$ cat src/rtl/srpb_pkg.sv
package srpb_pkg;
   localparam int unsigned SRPB_BUS_W   = 32;
   localparam int unsigned SRPB_ADDR_W  = 8;
   localparam logic [7:0]  SRPB_PEEK_OFS = 8'h30;
   localparam logic [7:0]  SRPB_TAKE_OFS = 8'h34;

   typedef enum logic [1:0] {
      ACC_NONE = 2'd0,
      ACC_PEEK = 2'd1,
      ACC_TAKE = 2'd2
   } srpb_acc_e;
endpackage

$ cat src/rtl/srpb_justify.sv
module srpb_justify #(
   parameter int unsigned CHAR_W = 8,
   localparam int unsigned LEN_W = $clog2(CHAR_W)
) (
   input  logic [CHAR_W-1:0] raw_bits,
   input  logic [LEN_W-1:0]  len_code,
   output logic [CHAR_W-1:0] just_bits
);
   logic [CHAR_W-1:0] cand [CHAR_W];

   // one candidate per length: keep bits k..0, move them to the top
   for (genvar k = 0; k < CHAR_W; k++) begin : g_len
      if (k == CHAR_W - 1) begin : g_full
         assign cand[k] = raw_bits;
      end else begin : g_short
         assign cand[k] = {raw_bits[k:0], {(CHAR_W-1-k){1'b0}}};
      end
   end

   always_comb begin
      if (32'(len_code) < CHAR_W) just_bits = cand[len_code];
      else                        just_bits = cand[CHAR_W-1];
   end
endmodule

$ cat src/rtl/srpb_store.sv
module srpb_store #(
   parameter int unsigned CHAR_W = 8
) (
   input  logic              clk,
   input  logic              rst_n,
   input  logic              load,
   input  logic              take,
   input  logic [CHAR_W-1:0] din,
   output logic [CHAR_W-1:0] data_q,
   output logic              ready_q,
   output logic              ovr_q
);
   always_ff @(posedge clk) begin
      if (!rst_n) begin
         data_q  <= '0;
         ready_q <= 1'b0;
         ovr_q   <= 1'b0;
      end else begin
         if (load) data_q <= din;
         // a new frame wins over a consuming read
         if (load)      ready_q <= 1'b1;
         else if (take) ready_q <= 1'b0;
         if (load && ready_q && !take) ovr_q <= 1'b1;
         else if (take && !load)       ovr_q <= 1'b0;
      end
   end
endmodule

$ cat src/rtl/srpb_rdmux.sv
module srpb_rdmux
   import srpb_pkg::*;
#(
   parameter int unsigned CHAR_W   = 8,
   parameter int unsigned BUS_W    = SRPB_BUS_W,
   parameter int unsigned ADDR_W   = SRPB_ADDR_W,
   parameter logic [ADDR_W-1:0] PEEK_OFS = ADDR_W'(SRPB_PEEK_OFS),
   parameter logic [ADDR_W-1:0] TAKE_OFS = ADDR_W'(SRPB_TAKE_OFS)
) (
   input  logic              rd,
   input  logic              mode_on,
   input  logic [ADDR_W-1:0] addr,
   input  logic [CHAR_W-1:0] data,
   output srpb_acc_e         acc,
   output logic [BUS_W-1:0]  rdata
);
   localparam int unsigned PAD_W = BUS_W - CHAR_W;

   always_comb begin
      acc = ACC_NONE;
      if (rd && mode_on) begin
         if (addr == TAKE_OFS)      acc = ACC_TAKE;
         else if (addr == PEEK_OFS) acc = ACC_PEEK;
      end
   end

   assign rdata = (acc != ACC_NONE) ? {{PAD_W{1'b0}}, data} : '0;
endmodule

$ cat src/rtl/srpb_irq.sv
module srpb_irq #(
   parameter bit IRQ_REG = 1'b0
) (
   input  logic clk,
   input  logic rst_n,
   input  logic ready,
   input  logic enable,
   output logic irq
);
   if (IRQ_REG) begin : g_flop
      logic irq_q;
      always_ff @(posedge clk) begin
         if (!rst_n) irq_q <= 1'b0;
         else        irq_q <= ready & enable;
      end
      assign irq = irq_q;
   end else begin : g_comb
      assign irq = ready & enable;
   end
endmodule

$ cat src/rtl/serial_rx_peek_buf.sv
module serial_rx_peek_buf
   import srpb_pkg::*;
#(
   parameter int unsigned CHAR_W   = 8,
   parameter int unsigned BUS_W    = SRPB_BUS_W,
   parameter int unsigned ADDR_W   = SRPB_ADDR_W,
   parameter logic [ADDR_W-1:0] PEEK_OFS = ADDR_W'(SRPB_PEEK_OFS),
   parameter logic [ADDR_W-1:0] TAKE_OFS = ADDR_W'(SRPB_TAKE_OFS),
   parameter bit IRQ_REG = 1'b0,
   localparam int unsigned LEN_W = $clog2(CHAR_W)
) (
   input  logic              clk,
   input  logic              rst_n,
   input  logic              serial_mode,
   input  logic              frame_done,
   input  logic [CHAR_W-1:0] frame_bits,
   input  logic [LEN_W-1:0]  char_len,
   input  logic              rx_int_en,
   input  logic              bus_rd,
   input  logic              bus_wr,
   input  logic [ADDR_W-1:0] bus_addr,
   input  logic [BUS_W-1:0]  bus_wdata,
   output logic [BUS_W-1:0]  bus_rdata,
   output logic              rx_ready,
   output logic              rx_overrun,
   output logic              rx_irq
);
   if (CHAR_W < 2 || (1 << LEN_W) != CHAR_W) begin : g_bad_char
      $error("CHAR_W must be a power of two of at least 2");
   end
   if (BUS_W < CHAR_W) begin : g_bad_bus
      $error("BUS_W must hold a full character");
   end
   if (PEEK_OFS == TAKE_OFS) begin : g_bad_ofs
      $error("peek and consume offsets must differ");
   end

   logic [CHAR_W-1:0] just_bits;
   logic [CHAR_W-1:0] data_q;
   srpb_acc_e         acc;
   logic              load;
   logic              take;
   logic              unused_wr;

   assign load = frame_done & serial_mode;
   assign take = (acc == ACC_TAKE);
   assign unused_wr = bus_wr ^ (^bus_wdata);

   srpb_justify #(.CHAR_W(CHAR_W)) u_just (
      .raw_bits (frame_bits),
      .len_code (char_len),
      .just_bits(just_bits)
   );

   srpb_store #(.CHAR_W(CHAR_W)) u_store (
      .clk    (clk),
      .rst_n  (rst_n),
      .load   (load),
      .take   (take),
      .din    (just_bits),
      .data_q (data_q),
      .ready_q(rx_ready),
      .ovr_q  (rx_overrun)
   );

   srpb_rdmux #(
      .CHAR_W(CHAR_W), .BUS_W(BUS_W), .ADDR_W(ADDR_W),
      .PEEK_OFS(PEEK_OFS), .TAKE_OFS(TAKE_OFS)
   ) u_rdmux (
      .rd     (bus_rd),
      .mode_on(serial_mode),
      .addr   (bus_addr),
      .data   (data_q),
      .acc    (acc),
      .rdata  (bus_rdata)
   );

   srpb_irq #(.IRQ_REG(IRQ_REG)) u_irq (
      .clk   (clk),
      .rst_n (rst_n),
      .ready (rx_ready),
      .enable(rx_int_en),
      .irq   (rx_irq)
   );
endmodule

$ cat config.mk
export PLATFORM = sky130hd
export DESIGN_NAME = serial_rx_peek_buf
export DESIGN_NICKNAME = d
export VERILOG_FILES = /design/src/rtl/srpb_pkg.sv /design/src/rtl/srpb_justify.sv /design/src/rtl/srpb_store.sv /design/src/rtl/srpb_rdmux.sv /design/src/rtl/srpb_irq.sv /design/src/rtl/serial_rx_peek_buf.sv
export SDC_FILE = /design/constraint.sdc
export NUM_CORES = 1
export LEC_CHECK = 0
export BUFFER_PORTS_ARGS = -buffer_cell sky130_fd_sc_hd__buf_4
export CAP_MARGIN = 0
export CORE_MARGIN = 1
export CORE_UTILIZATION = 34
export DETAILED_ROUTE_END_ITERATION = 8
export PLACE_DENSITY = 0.77
export RECOVER_POWER = 100
export SYNTH_ARGS = -nofsm -noshare
export SYNTH_HDL_FRONTEND = slang
export SYNTH_HIERARCHICAL = 1
export SYNTH_SLANG_ARGS = --single-unit
$ cat constraint.sdc
create_clock -name clk -period 1.4 [get_ports clk]
set_input_delay 0.14 -clock clk [delete_from_list [all_inputs] [get_ports clk]]
set_output_delay 0.14 -clock clk [all_outputs]
set_load 0.01 [all_outputs]
==> impl_metrics.ini, run 1 <==
[grt]
grt_pass1_wl_mm = 3.18
track_usage_pct = 12.4
overflow = 0
grt_pass1_vias = 761
antenna_found_initial = 0
grt_max_degree = 12

[power_and_ir_drop]
power_density_nw_per_um2 = 586
ir_drop_mv = 0.307
power.leakage_nw = 0.563
p_total_uw = 730

[critical_path]
crit_chain = buf_6, or4b_4, nor4_2, buf_4
worstSetupStartpoint = bus_addr[3]
critPathRequiredTime_ns = 1.26
timing.reg2reg.worst_path_depth = 2
worst-path-stages = 4
r2r_slack_ns = 0.63
crit_arrival_ns = 1.28
reg2reg_from = u_store/ready_q
crit_slowest_cell = or4b_4
path_buf_inv = 2
start_kind = primary input
critPathKind = primary input to output pin
cp_slowest_stage_delay_ns = 0.60
path_max_fanout = 5
endpoint_kind = output pin
path_delay_family = simple AND/OR/NAND/NOR gates
r2r-end = u_store/ready_q

[placed_design]
gp_congestion = 0.743
place_area_um2 = 1210
place_ws_ns = -0.258
portBuffers = 35
dp_hpwl_mm = 1.57
dp_cells = 178

[cts]
numCtsBuffers = 3
cts_tree = done
cts_num_sinks = 10
clk_pin_slew_ns = 0.06
clock_latency_ns = 0.26
cts_buffer_depth = 2
hold_buffers = 0
post-cts-setup-buffers = 0
cts_max_level = 1
clockRootBuffer = clkbuf_4

[final_layout]
diodes = 0
final_cells = 182
nets = 211
drive_above_1_share_pct = 37.7
seq_area_um2 = 200
nFillCells = 292
area_growth_syn_to_layout_pct = 21.0
fin_area_um2 = 1250
multi_input_area_um2 = 703

[synthesis]
ys_types = 28
synth_ff_type = dfxtp_1
mappedNetlistArea_um2 = 1030
yosysTopAreaCell = dfxtp_1
synth_warnings = 6
synth.most_common_cell = buf_4
synth-edff-count = 0
post-synth-top-area-fraction_pct = 19.4
ys_seq_area_share_pct = 19.4
yosys-top-cells-area = dfxtp_1 (19%), buf_4 (17%), nor4_2 (11%)
syn_avg_cell_area_um2 = 8.88
synth_seq_cells = 10
async_flop_share_pct = 0
synth.cells.most_frequent = buf_4 (24), nand2_1 (16), nor2_1 (13)
synth_cells = 116

[timing]
slew_violations = 0
setup_viol = 5
clock_skew_ns = 0.0000733
tightest_slew_ns = 0.760
rsz0062_at_grt = true
finalWorstSetupSlack_ns = -0.0194
post-route-period-util_pct = 101
slew_headroom_pct = 49.3
fmax_mhz = 705
post-route-min-period_ns = 1.42
hold_violations = 0

[hold_path]
hold_end = u_store/ready_q
min_path_cells = 2
min_from = rst_n
hold_path.class = primary input to register

[floorplanning]
core-area_um2 = 2810
die_y_um = 57.0
ios = 93
dieWidth_um = 57.0
rows = 19
start_util_pct = 36.7
dieArea_um2 = 3250

[detailed_routing]
route.detailed.wl_per_inst_um = 11.2
drt_wl_total_mm = 2.03
viasPerCell = 4.69
first_iter_violations = 25
drc = 14
drt-pass1-iter-count = 6
antenna_left = 0
vias = 853

[flow_run]
maxCapViolCount = 0

[run_status]
violations = DRC, setup timing
status = finished, violations left
cell type report:
type                            instances  area share, %
Clock buffer                            3           1.81
Inverter                                2          0.602
Multi-Input combinational cell         98           56.4
Sequential cell                        10           16.1
Tap cell                               31           3.11
Timing Repair Buffer                   38           22.0
through the flow:
| stage | hold slack, ns | util [%] | TNS [ns] |
|---|---|---|---|
| 5_1_grt | 0.0869 | 44.4 | -0.244 |
| 4_1_cts | 0.0929 | 45.0 | -0.0628 |
| 3_3_place_gp | 0.355 | 43.2 | -1.05 |
| 2_1_floorplan | 0.258 | - | -0.111 |
| 6_report | 0.0966 | 44.4 | -0.0517 |
| 3_5_place_dp | 0.366 | 43.2 | -1.08 |
sequential cells by signal, summed over array words and instances (netlist names):
name	flops
u_store/ready_q	1
u_store/data_q	8
u_store/ovr_q	1
worst register-to-register path, delay by kind of cell, from the launching register on:
family,cells,cell delay (ns)
DFF,1,0.36
AOI/OAI and AO/OA,1,0.16
and+or+nand+nor,1,0.15
worst max path at each step:
stage / endpoint / slack [ns]
after floorplan: u_store/ovr_q / -0.08
after global placement: u_store/ovr_q / -0.19
after detailed placement: u_store/ovr_q / -0.26
after CTS: bus_rdata[6] / -0.02
after global routing: bus_rdata[7] / -0.07
final: bus_rdata[6] / -0.02
per-layer routing:
metal / wire, um / GRT usage, % / share of wire, % / up-vias
li1: - / - / - / 425
met1: 880 / 15.5 / 43 / 388
met2: 968 / 21.5 / 48 / 40
met3: 184 / 4.31 / 9.1 / 0
met4: 0 / 1.05 / 0 / 0
met5: 0 / 0 / 0 / -
placed cells by master (no fill, tap or decap):
| cell type | count |
|---|---|
| dfxtp_1 | 10 |
| clkinv_1 | 1 |
| nor4_2 | 7 |
| buf_6 | 2 |
| nor2b_1 | 2 |
| or4b_4 | 2 |
| nand2_1 | 16 |
| nand3b_4 | 1 |
| buf_4 | 29 |
| nor4_4 | 3 |
| a21oi_1 | 2 |
| nor2_1 | 13 |
| clkbuf_1 | 5 |
| mux4_2 | 3 |
| mux2i_1 | 11 |
| and2_1 | 2 |
| or2_2 | 1 |
| o21ai_1 | 2 |
| o21a_1 | 1 |
| o22ai_1 | 1 |
| mux2_2 | 3 |
| and3b_2 | 1 |
| a31oi_1 | 1 |
| conb_1 | 24 |
| clkbuf_4 | 5 |
| inv_1 | 1 |
| nand2b_1 | 2 |
logic make-up (layout without fill, tap and decap cells):
family / after synthesis / after routing / synth area share [%]
simple gates: 49 / 50 / 32.4
buf+inv: 32 / 43 / 23.3
mux: 17 / 17 / 20.5
flops: 10 / 10 / 19.4
compound gates: 7 / 7 / 3.89
other cells: 1 / 24 / 0.364
where the power goes:
| group | internal, mW | total (mW) | switching [mW] | leakage [nW] |
|---|---|---|---|---|
| Sequential | 0.297 | 0.305 | 0.00854 | 0.0814 |
| Combinational | 0.109 | 0.239 | 0.130 | 0.468 |
| Clock | 0.0988 | 0.186 | 0.0877 | 0.0138 |
repair_timing:
item                                   CTS  global route
setup endpoints to repair                8             7
endpoints found under the hold margin    0             0
gates resized for setup                  4             1
pin swaps                                2             2
gates cloned                             1             0
Note: power is estimated with default switching activity, not from simulation.
==> inputs of run 2 (changes only) <==
Settings changed: ABC_AREA set to 1.
==> run 2 against run 1 <==
  * The flow finishes with violations (DRC)
  * Clock power about the same
  * Critical path depth increased by 2
  * Worst setup slack improved by 0.23 ns
  * Sequential share of layout area increased by 0.41 points
  * Clock skew increased by 0.0029 ns
  * Non-clock buffer count decreased by 1
  * Critical path type unchanged
  * Largest power group unchanged
==> impl_metrics.ini, run 2 <==
[run_status]
status = finished, violations left
violations = DRC

[floorplanning]
dieArea_um2 = 3300
die_y_um = 57.4
dieWidth_um = 57.4
start_util_pct = 36.9
core-area_um2 = 2830
ios = 93
rows = 19

[grt]
top_usage_layer = met2
grt_pass1_wl_mm = 3.13
globalRouteMet2Util_pct = 20.1
antenna_found_initial = 0
grt_pass1_vias = 780
overflow = 0
track_usage_pct = 12.1
met3_usage_pct = 1.81
grt_max_degree = 11
grt_util_met1_pct = 14.5

[timing]
tns_ns = 0
slew_headroom_pct = 63.1
post-route-period-util_pct = 85.2
finalWorstSetupSlack_ns = 0.207
slew_violations = 0
setup_viol = 0
holdWs_ns = 0.155
tightest_slew_ns = 0.553
rsz0062_at_grt = false
fmax_mhz = 839
post-route-min-period_ns = 1.19
clock_skew_ns = 0.00299
hold_violations = 0

[detailed_routing]
viasPerCell = 4.31
vias = 983
drt_wl_total_mm = 1.91
drc = 7
route.detailed.wl_per_inst_um = 8.39
first_iter_violations = 30
drt-pass1-iter-count = 6
antenna_left = 0

[final_layout]
final_cells = 228
mostFrequentLayoutCells = nand2_1 (36), buf_4 (28), conb_1 (24)
utilization_pct = 42.9
layout_commonest_cell = nand2_1
diodes = 0
top_regs = u_store/data_q: 8 flops, u_store/ovr_q: 1 flops, u_store/ready_q: 1 flops
nets = 257
largest_register = u_store/data_q
largest_reg_flops = 8
drive_above_1_share_pct = 26.4
area_growth_syn_to_layout_pct = 16.3
fin_area_um2 = 1210

[placed_design]
dp_cells = 225
place_area_um2 = 1230
gp_congestion = 0.850
place_ws_ns = 0.206
portBuffers = 35
dp_hpwl_mm = 1.57

[synthesis]
async_flop_share_pct = 0
synth_top_family_by_area = simple AND/OR/NAND/NOR gates
synth-simple-area-share_pct = 45.0
syn_avg_cell_area_um2 = 6.49
ys_types = 22
synthAdderAreaFrac_pct = 0
yosysTopAreaCell = dfxtp_1
synth-edff-count = 0
ys_seq_area_share_pct = 19.2
synth_compound_area_share_pct = 5.39
mappedNetlistArea_um2 = 1040
synth_warnings = 6
synth_ff_type = dfxtp_1
yosys-top-cells-area = dfxtp_1 (19%), buf_4 (17%), nand2_1 (13%)
synth_xor_area_share_pct = 0
synth.cells.most_frequent = nand2_1 (36), buf_4 (24), inv_1 (21)
post-synth-top-area-fraction_pct = 19.2
synth_seq_cells = 10
synthMuxAreaShare_pct = 0
synth_cells = 161
synth.most_common_cell = nand2_1

[cts]
post-cts-setup-buffers = 0
cts_buffer_depth = 2
clock_latency_ns = 0.26
ctsResizeCount = 0
cts_max_level = 1
cts_tree = done
cts_num_sinks = 10
clk_pin_slew_ns = 0.06
numCtsBuffers = 3
clockRootBuffer = clkbuf_4
hold_buffers = 0

[hold_path]
hold_path.class = primary input to register

[critical_path]
start_kind = primary input
crit_slowest_cell = clkbuf_1
critPathRequiredTime_ns = 1.26
crit_chain = buf_4, nor2_1, nand3_4, clkbuf_1, nor3_2, buf_4
critPathKind = primary input to output pin
path_max_fanout = 7
crit_top_cell = buf_4
crit_arrival_ns = 1.05
endpoint_kind = output pin
cp_slowest_stage_delay_ns = 0.20

[power_and_ir_drop]
p_total_uw = 732
power.leakage_nw = 0.644
power_density_nw_per_um2 = 602
ir_drop_mv = 0.219

[flow_run]
maxCapViolCount = 0
[run 2: cell types whose count changed in the layout (fill, tap and decap cells not counted), sizes merged, moves of 10 or more]
cell	previous run	this run
mux2i	11	0
inv	1	24
nor4	10	0
nand2	16	38
nor2	13	23
nor3	0	11
nand3	0	15
[run 2: path summary, 6_finish.rpt]
kind | from | to | slack [ns] | cells past startpoint
setup reg to reg | u_store/ready_q | u_store/ovr_q | 0.71 | 4
hold / removal | rst_n | u_store/ovr_q | 0.15 | 3
setup / recovery | bus_addr[7] | bus_rdata[2] | 0.21 | 6
hold reg to reg | u_store/data_q[1] | u_store/data_q[1] | 0.50 | 2
[run 2: where the power goes]
group          switching, mW  internal, mW  leakage (nW)
Sequential           0.00852         0.302        0.0823
Combinational          0.141        0.0906         0.548
Clock                 0.0898        0.0989        0.0138
[run 2: cell type report]
class                      count  area (um2)
multi-input combinational    123         609
inverter                      24         100
timing repair buffer          37         244
clock buffer                   3        22.5
sequential                    10         200
fill                         321        1610
tap                           31        38.8
[run 2: worst max-delay path: cells and delay by family]
kind | cells | cell delay, ns
simple gates | 3 | 0.46
buf+inv | 3 | 0.45
[run 2: cell families (layout without fill, tap and decap cells)]
logic type,after synthesis,count (layout)
and+or+nand+nor,89,89
buffers and inverters,51,64
AOI/OAI and AO/OA,10,10
DFF,10,10
other,1,24
[run 2: metal layers]
layer / up-vias / part of all wire [%] / wire length, um
li1: 522 / - / -
met1: 418 / 43 / 817
met2: 38 / 47 / 904
met3: 5 / 7.5 / 144
met4: 0 / 2.4 / 46
met5: - / 0 / 0
